**src/rtl/pario_pkg.sv**
```systemverilog
package pario_pkg;

   typedef enum logic [1:0] {
      SEL_PA  = 2'b00,
      SEL_PB  = 2'b01,
      SEL_PC  = 2'b10,
      SEL_CTL = 2'b11
   } pario_sel_e;

   // direction of each section; 1 = input
   typedef struct packed {
      logic a;
      logic b;
      logic cu;
      logic cl;
   } pario_dir_t;

   localparam pario_dir_t DIR_ALL_IN = '{a: 1'b1, b: 1'b1, cu: 1'b1, cl: 1'b1};

   // control word field positions (behaviour depends on these)
   localparam int CW_KIND   = 7;
   localparam int CW_DIR_A  = 4;
   localparam int CW_DIR_CU = 3;
   localparam int CW_DIR_B  = 1;
   localparam int CW_DIR_CL = 0;
   localparam int CW_IDX_LO = 1;
   localparam int CW_VAL    = 0;

endpackage

```
**src/rtl/pario_cfg.sv**
```systemverilog
module pario_cfg
   import pario_pkg::*;
#(
   parameter int PORT_W = 8,
   localparam int IDX_W = $clog2(PORT_W)
) (
   input  logic              clk,
   input  logic              rst,
   input  logic              ctl_wr,
   input  logic [7:0]        wdata,
   output pario_dir_t        dir,
   output logic              cfg_load,
   output logic              bit_cmd,
   output logic [PORT_W-1:0] bit_mask,
   output logic              bit_val
);

   pario_dir_t        dir_q;
   logic [IDX_W-1:0]  idx;
   logic              unused_mode_bits;

   assign cfg_load = ctl_wr &  wdata[CW_KIND];
   assign bit_cmd  = ctl_wr & ~wdata[CW_KIND];
   assign idx      = wdata[CW_IDX_LO +: IDX_W];
   assign bit_val  = wdata[CW_VAL];

   // mode fields are accepted and have no effect: only mode 0 exists
   assign unused_mode_bits = ^{wdata[6:5], wdata[2]};

   always_comb begin
      for (int k = 0; k < PORT_W; k++) begin
         bit_mask[k] = (idx == IDX_W'(k));
      end
   end

   always_ff @(posedge clk) begin
      if (rst) begin
         dir_q <= DIR_ALL_IN;
      end else if (cfg_load) begin
         dir_q.a  <= wdata[CW_DIR_A];
         dir_q.b  <= wdata[CW_DIR_B];
         dir_q.cu <= wdata[CW_DIR_CU];
         dir_q.cl <= wdata[CW_DIR_CL];
      end
   end

   assign dir = dir_q;

endmodule

```
**src/rtl/pario_lane.sv**
```systemverilog
module pario_lane #(
   parameter int W = 8
) (
   input  logic         clk,
   input  logic         rst,
   input  logic         clr,
   input  logic         dir_in,
   input  logic [W-1:0] wr_mask,
   input  logic [W-1:0] wr_data,
   input  logic [W-1:0] pin_in,
   output logic [W-1:0] pin_out,
   output logic [W-1:0] pin_oe,
   output logic [W-1:0] rd_val
);

   logic [W-1:0] latch_q;

   always_ff @(posedge clk) begin
      if (rst || clr) begin
         latch_q <= '0;
      end else begin
         latch_q <= (latch_q & ~wr_mask) | (wr_data & wr_mask);
      end
   end

   assign pin_out = latch_q;
   assign pin_oe  = {W{~dir_in}};
   assign rd_val  = dir_in ? pin_in : latch_q;

endmodule

```
**src/rtl/pario_ctl.sv**
```systemverilog
module pario_ctl
   import pario_pkg::*;
#(
   parameter int         PORT_W     = 8,
   parameter logic [7:0] CTRL_RDATA = 8'h00,
   parameter logic [7:0] IDLE_RDATA = 8'h00
) (
   input  logic              clk,
   input  logic              rst,
   input  logic              sel_n,
   input  logic              rd_n,
   input  logic              wr_n,
   input  logic [1:0]        addr,
   input  logic [7:0]        wdata,
   output logic [7:0]        rdata,
   input  logic [PORT_W-1:0] pa_in,
   output logic [PORT_W-1:0] pa_out,
   output logic [PORT_W-1:0] pa_oe,
   input  logic [PORT_W-1:0] pb_in,
   output logic [PORT_W-1:0] pb_out,
   output logic [PORT_W-1:0] pb_oe,
   input  logic [PORT_W-1:0] pc_in,
   output logic [PORT_W-1:0] pc_out,
   output logic [PORT_W-1:0] pc_oe
);

   localparam int NIB_W = PORT_W / 2;

   if (PORT_W != 8) begin : g_bad_port_w
      $error("pario_ctl: PORT_W must equal the 8-bit bus width");
   end

   logic              wr_hit, rd_hit;
   logic              wr_pa, wr_pb, wr_pc, wr_ctl;
   pario_dir_t        dir;
   logic              cfg_load, bit_cmd, bit_val;
   logic [PORT_W-1:0] bit_mask;
   logic [PORT_W-1:0] pa_rd, pb_rd, pc_rd;
   logic [PORT_W-1:0] pc_mask, pc_data;

   assign wr_hit = ~sel_n & ~wr_n;
   assign rd_hit = ~sel_n & ~rd_n;
   assign wr_pa  = wr_hit && (addr == SEL_PA);
   assign wr_pb  = wr_hit && (addr == SEL_PB);
   assign wr_pc  = wr_hit && (addr == SEL_PC);
   assign wr_ctl = wr_hit && (addr == SEL_CTL);

   pario_cfg #(.PORT_W(PORT_W)) u_cfg (
      .clk      (clk),
      .rst      (rst),
      .ctl_wr   (wr_ctl),
      .wdata    (wdata),
      .dir      (dir),
      .cfg_load (cfg_load),
      .bit_cmd  (bit_cmd),
      .bit_mask (bit_mask),
      .bit_val  (bit_val)
   );

   pario_lane #(.W(PORT_W)) u_lane_a (
      .clk (clk), .rst (rst), .clr (cfg_load), .dir_in (dir.a),
      .wr_mask ({PORT_W{wr_pa}}), .wr_data (wdata[PORT_W-1:0]),
      .pin_in (pa_in), .pin_out (pa_out), .pin_oe (pa_oe), .rd_val (pa_rd)
   );

   pario_lane #(.W(PORT_W)) u_lane_b (
      .clk (clk), .rst (rst), .clr (cfg_load), .dir_in (dir.b),
      .wr_mask ({PORT_W{wr_pb}}), .wr_data (wdata[PORT_W-1:0]),
      .pin_in (pb_in), .pin_out (pb_out), .pin_oe (pb_oe), .rd_val (pb_rd)
   );

   // port C: whole-byte write or a single-bit command
   assign pc_mask = wr_pc ? {PORT_W{1'b1}} : (bit_cmd ? bit_mask : '0);
   assign pc_data = wr_pc ? wdata[PORT_W-1:0] : {PORT_W{bit_val}};

   for (genvar h = 0; h < 2; h++) begin : g_pc_half
      pario_lane #(.W(NIB_W)) u_lane_c (
         .clk     (clk),
         .rst     (rst),
         .clr     (cfg_load),
         .dir_in  ((h == 1) ? dir.cu : dir.cl),
         .wr_mask (pc_mask[h*NIB_W +: NIB_W]),
         .wr_data (pc_data[h*NIB_W +: NIB_W]),
         .pin_in  (pc_in[h*NIB_W +: NIB_W]),
         .pin_out (pc_out[h*NIB_W +: NIB_W]),
         .pin_oe  (pc_oe[h*NIB_W +: NIB_W]),
         .rd_val  (pc_rd[h*NIB_W +: NIB_W])
      );
   end

   always_comb begin
      rdata = IDLE_RDATA;
      if (rd_hit) begin
         case (addr)
            SEL_PA:  rdata = pa_rd;
            SEL_PB:  rdata = pb_rd;
            SEL_PC:  rdata = pc_rd;
            default: rdata = CTRL_RDATA;
         endcase
      end
   end

endmodule

```
**config.mk**
```make
export PLATFORM = sky130hd
export DESIGN_NAME = pario_ctl
export DESIGN_NICKNAME = d
export VERILOG_FILES = /design/src/rtl/pario_pkg.sv /design/src/rtl/pario_cfg.sv /design/src/rtl/pario_lane.sv /design/src/rtl/pario_ctl.sv
export SDC_FILE = /design/constraint.sdc
export NUM_CORES = 1
export LEC_CHECK = 0
export ABC_AREA = 1
export BUFFER_PORTS_ARGS = -buffer_cell sky130_fd_sc_hd__buf_2
export CAP_MARGIN = 20
export CORE_MARGIN = 2
export CORE_UTILIZATION = 46
export DETAILED_ROUTE_END_ITERATION = 7
export HOLD_SLACK_MARGIN = 0.08
export PLACE_DENSITY_LB_ADDON = 0.1
export SKIP_CTS_REPAIR_TIMING = 1
export SYNTH_ARGS = -nofsm -noshare
export SYNTH_HDL_FRONTEND = slang
export SYNTH_SLANG_ARGS = --single-unit
```
**constraint.sdc**
```tcl
create_clock -name clk -period 2 [get_ports clk]
set_clock_uncertainty 0.2 [all_clocks]
set_input_delay 0.2 -clock clk [delete_from_list [all_inputs] [get_ports clk]]
set_output_delay 0.2 -clock clk [all_outputs]
set_load 0.02 [all_outputs]
```
==> results.yml, run 1 <==
synth:
  yosysWarnings: 0
  syn_area_per_cell_sq_um: 6.188
  yosysSeqAreaShare_pct: 28.85
  ys.flop_type: "dfxtp_1"
  synth_edf_count: 0
  syn_nets: 353
  ys_seq_elements: 28
  synth_top_cell_by_area: "dfxtp_1"
  synth_top_area_share_pct: 28.85
  syn_inst: 314
  yosys-top-cells-area: "dfxtp_1 29%, nand2_1 14%, o21ai_0 9.5%"
  yosysMostFrequentCell: "nand2_1"
  syn_area_sq_um: 1943
  synthArstFlopShare_pct: 0
  synth.distinct_cells: 21
  ys_top_cells_by_count: "70 x nand2_1, 47 x nor2_1, 37 x o21ai_0"
routing:
  drt_iter0_markers: 119
  drt-total-wl_um: 6242
  vias: 2324
  viasPerCell: 5.052
  routedWlPerCell_um: 13.57
  ant_nets: 0
  dr.pass1.iters: 5
  drc: 0
floorplan:
  die_area_sq_um: 4760
  die_h_um: 69.00
  row_count: 23
  core_sq_um: 4029
  die_x_um: 69.00
  io_pins: 95
  floorplan.initialDensity_pct: 48.23
sta:
  tns_ns: 0
  fin_hold_ws_ns: 0.1959
  slew_headroom_pct: 64.14
  rsz0062_at_grt: "false"
  period_share_pct: 97.10
  hold_viol: 0
  post-route-min-period_ns: 1.942
  tightest_slew_ns: 0.5359
  report.final.slew_viol_count: 0
  setup_viol: 0
  max_freq_ghz: 0.5149
cts:
  clk_path_buf_depth: 2
  htree_levels: 1
  clk_pin_slew_ns: 0.11
  clock_latency_ns: 0.28
  clock-sinks: 28
  cts_buffers: 3
  cts_tree: "built"
  clockRootBuffer: "clkbuf_8"
place:
  io_buffers: 94
  dpl_cell_area_sq_um: 2364
  hpwl_um: 4689
  gp_congestion: 1.005
  dp_cells: 440
grt:
  grt_pass1_wl_um: 9059
  grt_antenna_before_repair: 0
  grt_max_degree: 17
  gr-usage-all-layers_pct: 26.04
  grt_overflow_total: 0
  grt_pass1_vias: 1872
finish:
  drive_above_1_share_pct: 35.37
  fin_cells: 460
  diodes: 0
  finalInstanceArea_sq_um: 2587
  layout.nets: 450
  syn_to_final_growth_pct: 33.16
power_and_ir_drop:
  p_per_area_nw_per_um2: 518.8
  power.static_leakage_nw: 1.419
  vdd.ir_drop.worst_uv: 231.9
  power_mw: 1.342
outcome:
  status: "finished clean"
worst_setup_path:
  crit_fanout: 8
  end_kind: "primary output"
  r2r_slack_ns: 0.98
  cp-start-kind: "flip-flop"
  cp.required_ns: 1.60
  worstPathArrival_ns: 1.54
  path_class: "reg -> out"
worst_hold_path:
  worst_hold_path_type: "in -> reg"
run:
  cap_violations: 0
-- per-stage QoR --
step / setup WS [ns] / utilization (%)
CTS: -0.02859 / 60.43
floorplan: 0.2212 / -
global route: 0.0001644 / 64.22
detailed placement: 0.2012 / 58.66
global placement: 0.2955 / 58.66
finish: 0.05797 / 64.22
-- final timing paths --
check                    start  cells after the start      endpoint
setup reg to reg  u_cfg.dir[1]                      2  u_cfg.dir[1]
hold reg to reg      flip-flop                      2     flip-flop
hold / removal            wr_n                      5  u_cfg.dir[1]
setup / recovery  u_cfg.dir[2]                      8      rdata[5]
-- critical path: stages, from the launching register on --
cell and delay [ns]:
dfxtp_2 0.33, buf_4 0.15, nor2_1 0.11, nor2_1 0.05, o21ai_0 0.06, o21ai_0 0.15
o21ai_1 0.16, inv_1 0.07, buf_2 0.16
-- where the power goes --
| part | total [mW] | switching (mW) | leakage (nW) | internal (mW) |
|---|---|---|---|---|
| clock | 0.467 | 0.199 | 0.0357 | 0.269 |
| sequential | 0.580 | 0.00964 | 0.226 | 0.570 |
| combinational | 0.295 | 0.183 | 1.16 | 0.112 |
| total | 1.34 | 0.392 | 1.42 | 0.951 |
-- cell families (layout without fill, tap and decap cells) --
group                  Yosys count  count (layout)  share of synthesized area (%)
buffers and inverters           67             163                          17.64
AO/OA/AOI/OAI                   72              72                          20.99
AND/OR/NAND/NOR                147             147                          32.52
flip-flops                      28              28                          28.85
-- layer usage --
metal / part of all wire (%) / vias to the layer above / global-route usage (%)
met5: 0 / - / 0
met4: 1.8 / 0 / 6.618
met3: 8.3 / 13 / 2.435
met2: 47 / 119 / 44.23
met1: 43 / 1020 / 35.38
li1: - / 1172 / -
-- cell usage in the layout, fill, tap and decap left out --
| cell type | count |
|---|---|
| buf_2 | 94 |
| nand2_1 | 70 |
| nor2_1 | 47 |
| o21ai_0 | 29 |
| inv_1 | 29 |
| dfxtp_1 | 26 |
| a21oi_1 | 19 |
| nand3_1 | 19 |
| buf_4 | 13 |
| o21ai_1 | 10 |
| a21oi_2 | 10 |
| dlygate4sd3_1 | 10 |
| inv_2 | 7 |
| o211ai_1 | 4 |
| nand2_2 | 4 |
| nor2_2 | 3 |
| clkbuf_8 | 3 |
| clkinvlp_4 | 2 |
| nor2_4 | 2 |
| clkinv_1 | 2 |
| dfxtp_2 | 2 |
| nor2_8 | 1 |
| nand2_4 | 1 |
| bufinv_16 | 1 |
| clkinvlp_2 | 1 |
| buf_12 | 1 |
-- layout make-up --
| type | instances | area (sq um) |
|---|---|---|
| fill | 407 | 1441 |
| clock inverter | 1 | 30.03 |
| multi-input combinational | 219 | 1040 |
| inverter | 40 | 157.7 |
| tap | 50 | 62.56 |
| timing repair buffer | 118 | 688.2 |
| timing repair inverter | 1 | 5.005 |
| sequential | 28 | 563.0 |
| clock buffer | 3 | 41.29 |
No activity file was read; power rests on OpenSTA's default activity.
==> run 2: changes to the inputs <==
--- a/config.mk
+++ b/config.mk
@@ -7,13 +7,14 @@
 export LEC_CHECK = 0
 export ABC_AREA = 1
 export BUFFER_PORTS_ARGS = -buffer_cell sky130_fd_sc_hd__buf_2
-export CAP_MARGIN = 20
+export CAP_MARGIN = 10
 export CORE_MARGIN = 2
-export CORE_UTILIZATION = 46
+export CORE_UTILIZATION = 47
 export DETAILED_ROUTE_END_ITERATION = 7
 export HOLD_SLACK_MARGIN = 0.08
 export PLACE_DENSITY_LB_ADDON = 0.1
 export SKIP_CTS_REPAIR_TIMING = 1
 export SYNTH_ARGS = -nofsm -noshare
 export SYNTH_HDL_FRONTEND = slang
+export SYNTH_HIERARCHICAL = 1
 export SYNTH_SLANG_ARGS = --single-unit
==> results.yml, run 2 <==
finish:
  utilization_pct: 59.23
  fin_cells: 508
  layout_commonest_cell: "nand2_1"
  layout.nets: 496
  syn_to_final_growth_pct: 22.06
  diodes: 0
  n_fill_cell: 479
  drive_above_1_share_pct: 27.85
  final_cell_mix: "157 x nand2_1, 94 x buf_2, 50 x nor2_1"
worst_setup_path:
  reg2regPathDepth: 3
  end_kind: "primary output"
  path_class: "reg -> out"
  cp-start-kind: "flip-flop"
  worstPathArrival_ns: 1.50
  cp.required_ns: 1.60
  regToRegStartpoint: "u_cfg/dir[2]"
  crit_start: "u_cfg/dir[2]"
  crit_fanout: 16
  timing.rr.end: "u_cfg/dir[2]"
  r2r_slack_ns: 1.05
sta:
  setup_ws_ns: 0.09921
  period_share_pct: 95.04
  slew_headroom_pct: 64.34
  tightest_slew_ns: 0.5330
  tns_ns: 0
  rsz0062_at_grt: "false"
  max_freq_ghz: 0.5261
  hold_viol: 0
  report.final.slew_viol_count: 0
  setup_viol: 0
  post-route-min-period_ns: 1.901
synth:
  ys.flop_type: "dfxtp_1"
  yosysMostFrequentCell: "nand2_1"
  syn_area_per_cell_sq_um: 5.595
  synth_top_area_share_pct: 28.09
  synth.distinct_cells: 18
  yosysWarnings: 6
  ys_seq_elements: 28
  yosys-top-cells-area: "nand2_1 28%, dfxtp_1 27%, nor2_1 8.9%"
  synth_top_cell_by_area: "nand2_1"
  syn_area_sq_um: 2098
  yosysSeqAreaShare_pct: 26.71
  syn_nets: 414
  synth_edf_count: 0
  syn_inst: 375
  ys_top_cells_by_count: "157 x nand2_1, 50 x nor2_1, 45 x inv_1"
  synthArstFlopShare_pct: 0
routing:
  ant_nets: 0
  dr.pass1.iters: 5
  drt-total-wl_um: 5522
  viasPerCell: 4.715
  vias: 2395
  drt_iter0_markers: 140
  drc: 0
  routedWlPerCell_um: 10.87
place:
  gp_congestion: 0.8803
  pre_cts_slack_ns: 0.2004
  io_buffers: 94
  dp_cells: 501
  hpwl_um: 4319
worst_hold_path:
  worst_hold_path_type: "in -> reg"
  hold_start: "wdata[6]"
  min_path_cells: 5
power_and_ir_drop:
  combPwrFrac_pct: 25.6
  switching_power_uw: 399.1
  p_seq_share_pct: 46.5
  vdd.ir_drop.worst_uv: 274.7
  power_mw: 1.273
  p_per_area_nw_per_um2: 497.1
  p_int_uw: 874.1
  pwr-share-clk_pct: 27.9
  switching_share_pct: 31.35
  power.static_leakage_nw: 1.651
grt:
  grt_pass1_vias: 2057
  grt_max_degree: 18
  grt_pass1_wl_um: 9142
  grt_overflow_total: 0
  gr-usage-all-layers_pct: 22.55
  grt_antenna_before_repair: 0
cts:
  clock-sinks: 28
  cts_buffers: 3
  cts_tree: "built"
  clk_path_buf_depth: 2
  clock_latency_ns: 0.28
  clk_pin_slew_ns: 0.09
  clockRootBuffer: "clkbuf_8"
  htree_levels: 1
floorplan:
  die_x_um: 70.82
  die_area_sq_um: 5015
  die_h_um: 70.82
  io_pins: 95
  floorplan.initialDensity_pct: 48.52
  core_sq_um: 4324
  row_count: 24
run:
  cap_violations: 0
outcome:
  status: "finished clean"
-- run 2: worst max path at each step --
stage	endpoint	slack [ns]	depth (start not counted)
finish	rdata[5]	0.1	8
global route	rdata[5]	0.003	8
CTS	rdata[5]	0.01	8
detailed placement	flip-flop	0.20	10
global placement	flip-flop	0.24	10
floorplan	flip-flop	0.19	6
-- run 2: cell families after synthesis --
group,count (synthesis),share of synthesized area (%)
compound gates,8,2.266
simple gates,258,50.92
flops,28,26.71
buf+inv,81,20.09
-- run 2: power by group through the flow --
| stage | Combinational [mW] | Clock (mW) | Sequential (mW) |
|---|---|---|---|
| after CTS | 0.323 | 0.363 | 0.592 |
| after detailed placement | 0.321 | 0 | 0.605 |
| final | 0.326 | 0.355 | 0.592 |
| after floorplan | 0.196 | 0 | 0.623 |
| after global placement | 0.320 | 0 | 0.605 |
| after global routing | 0.367 | 0.388 | 0.596 |
-- run 2: area by class of cell --
class	instances	area, sq um	share of cell area (%)
Inverter	53	201.4	7.865
Timing Repair Buffer	105	560.5	21.89
Sequential cell	28	563.0	21.98
Clock buffer	4	55.05	2.149
Tap cell	52	65.06	2.540
Multi-Input combinational cell	266	1116	43.58
-- run 2: routing by layer --
layer  up-vias  track usage, %  wire, um
li1       1267               -         -
met2        83           38.42      2653
met4         0           7.338        86
met3         8           2.707       379
met1      1037           29.70      2402
met5         -               0         0
-- run 2: critical path, cell delays in order (launching register included) --
cell     delay, ns
dfxtp_2       0.38
inv_2         0.19
nand2_1       0.07
nand2_1       0.07
nand3_1       0.12
nand3_1       0.11
nand2_1       0.05
inv_1         0.06
buf_2         0.15
-- run 2: stage by stage --
| step | instance area (sq um) | hold WS [ns] |
|---|---|---|
| after floorplan | 2098 | 0.1439 |
| after global placement | 2471 | 0.2893 |
| after detailed placement | 2471 | 0.2888 |
| after CTS | 2526 | 0.02998 |
| after global routing | 2561 | 0.08823 |
| final | 2561 | 0.05040 |
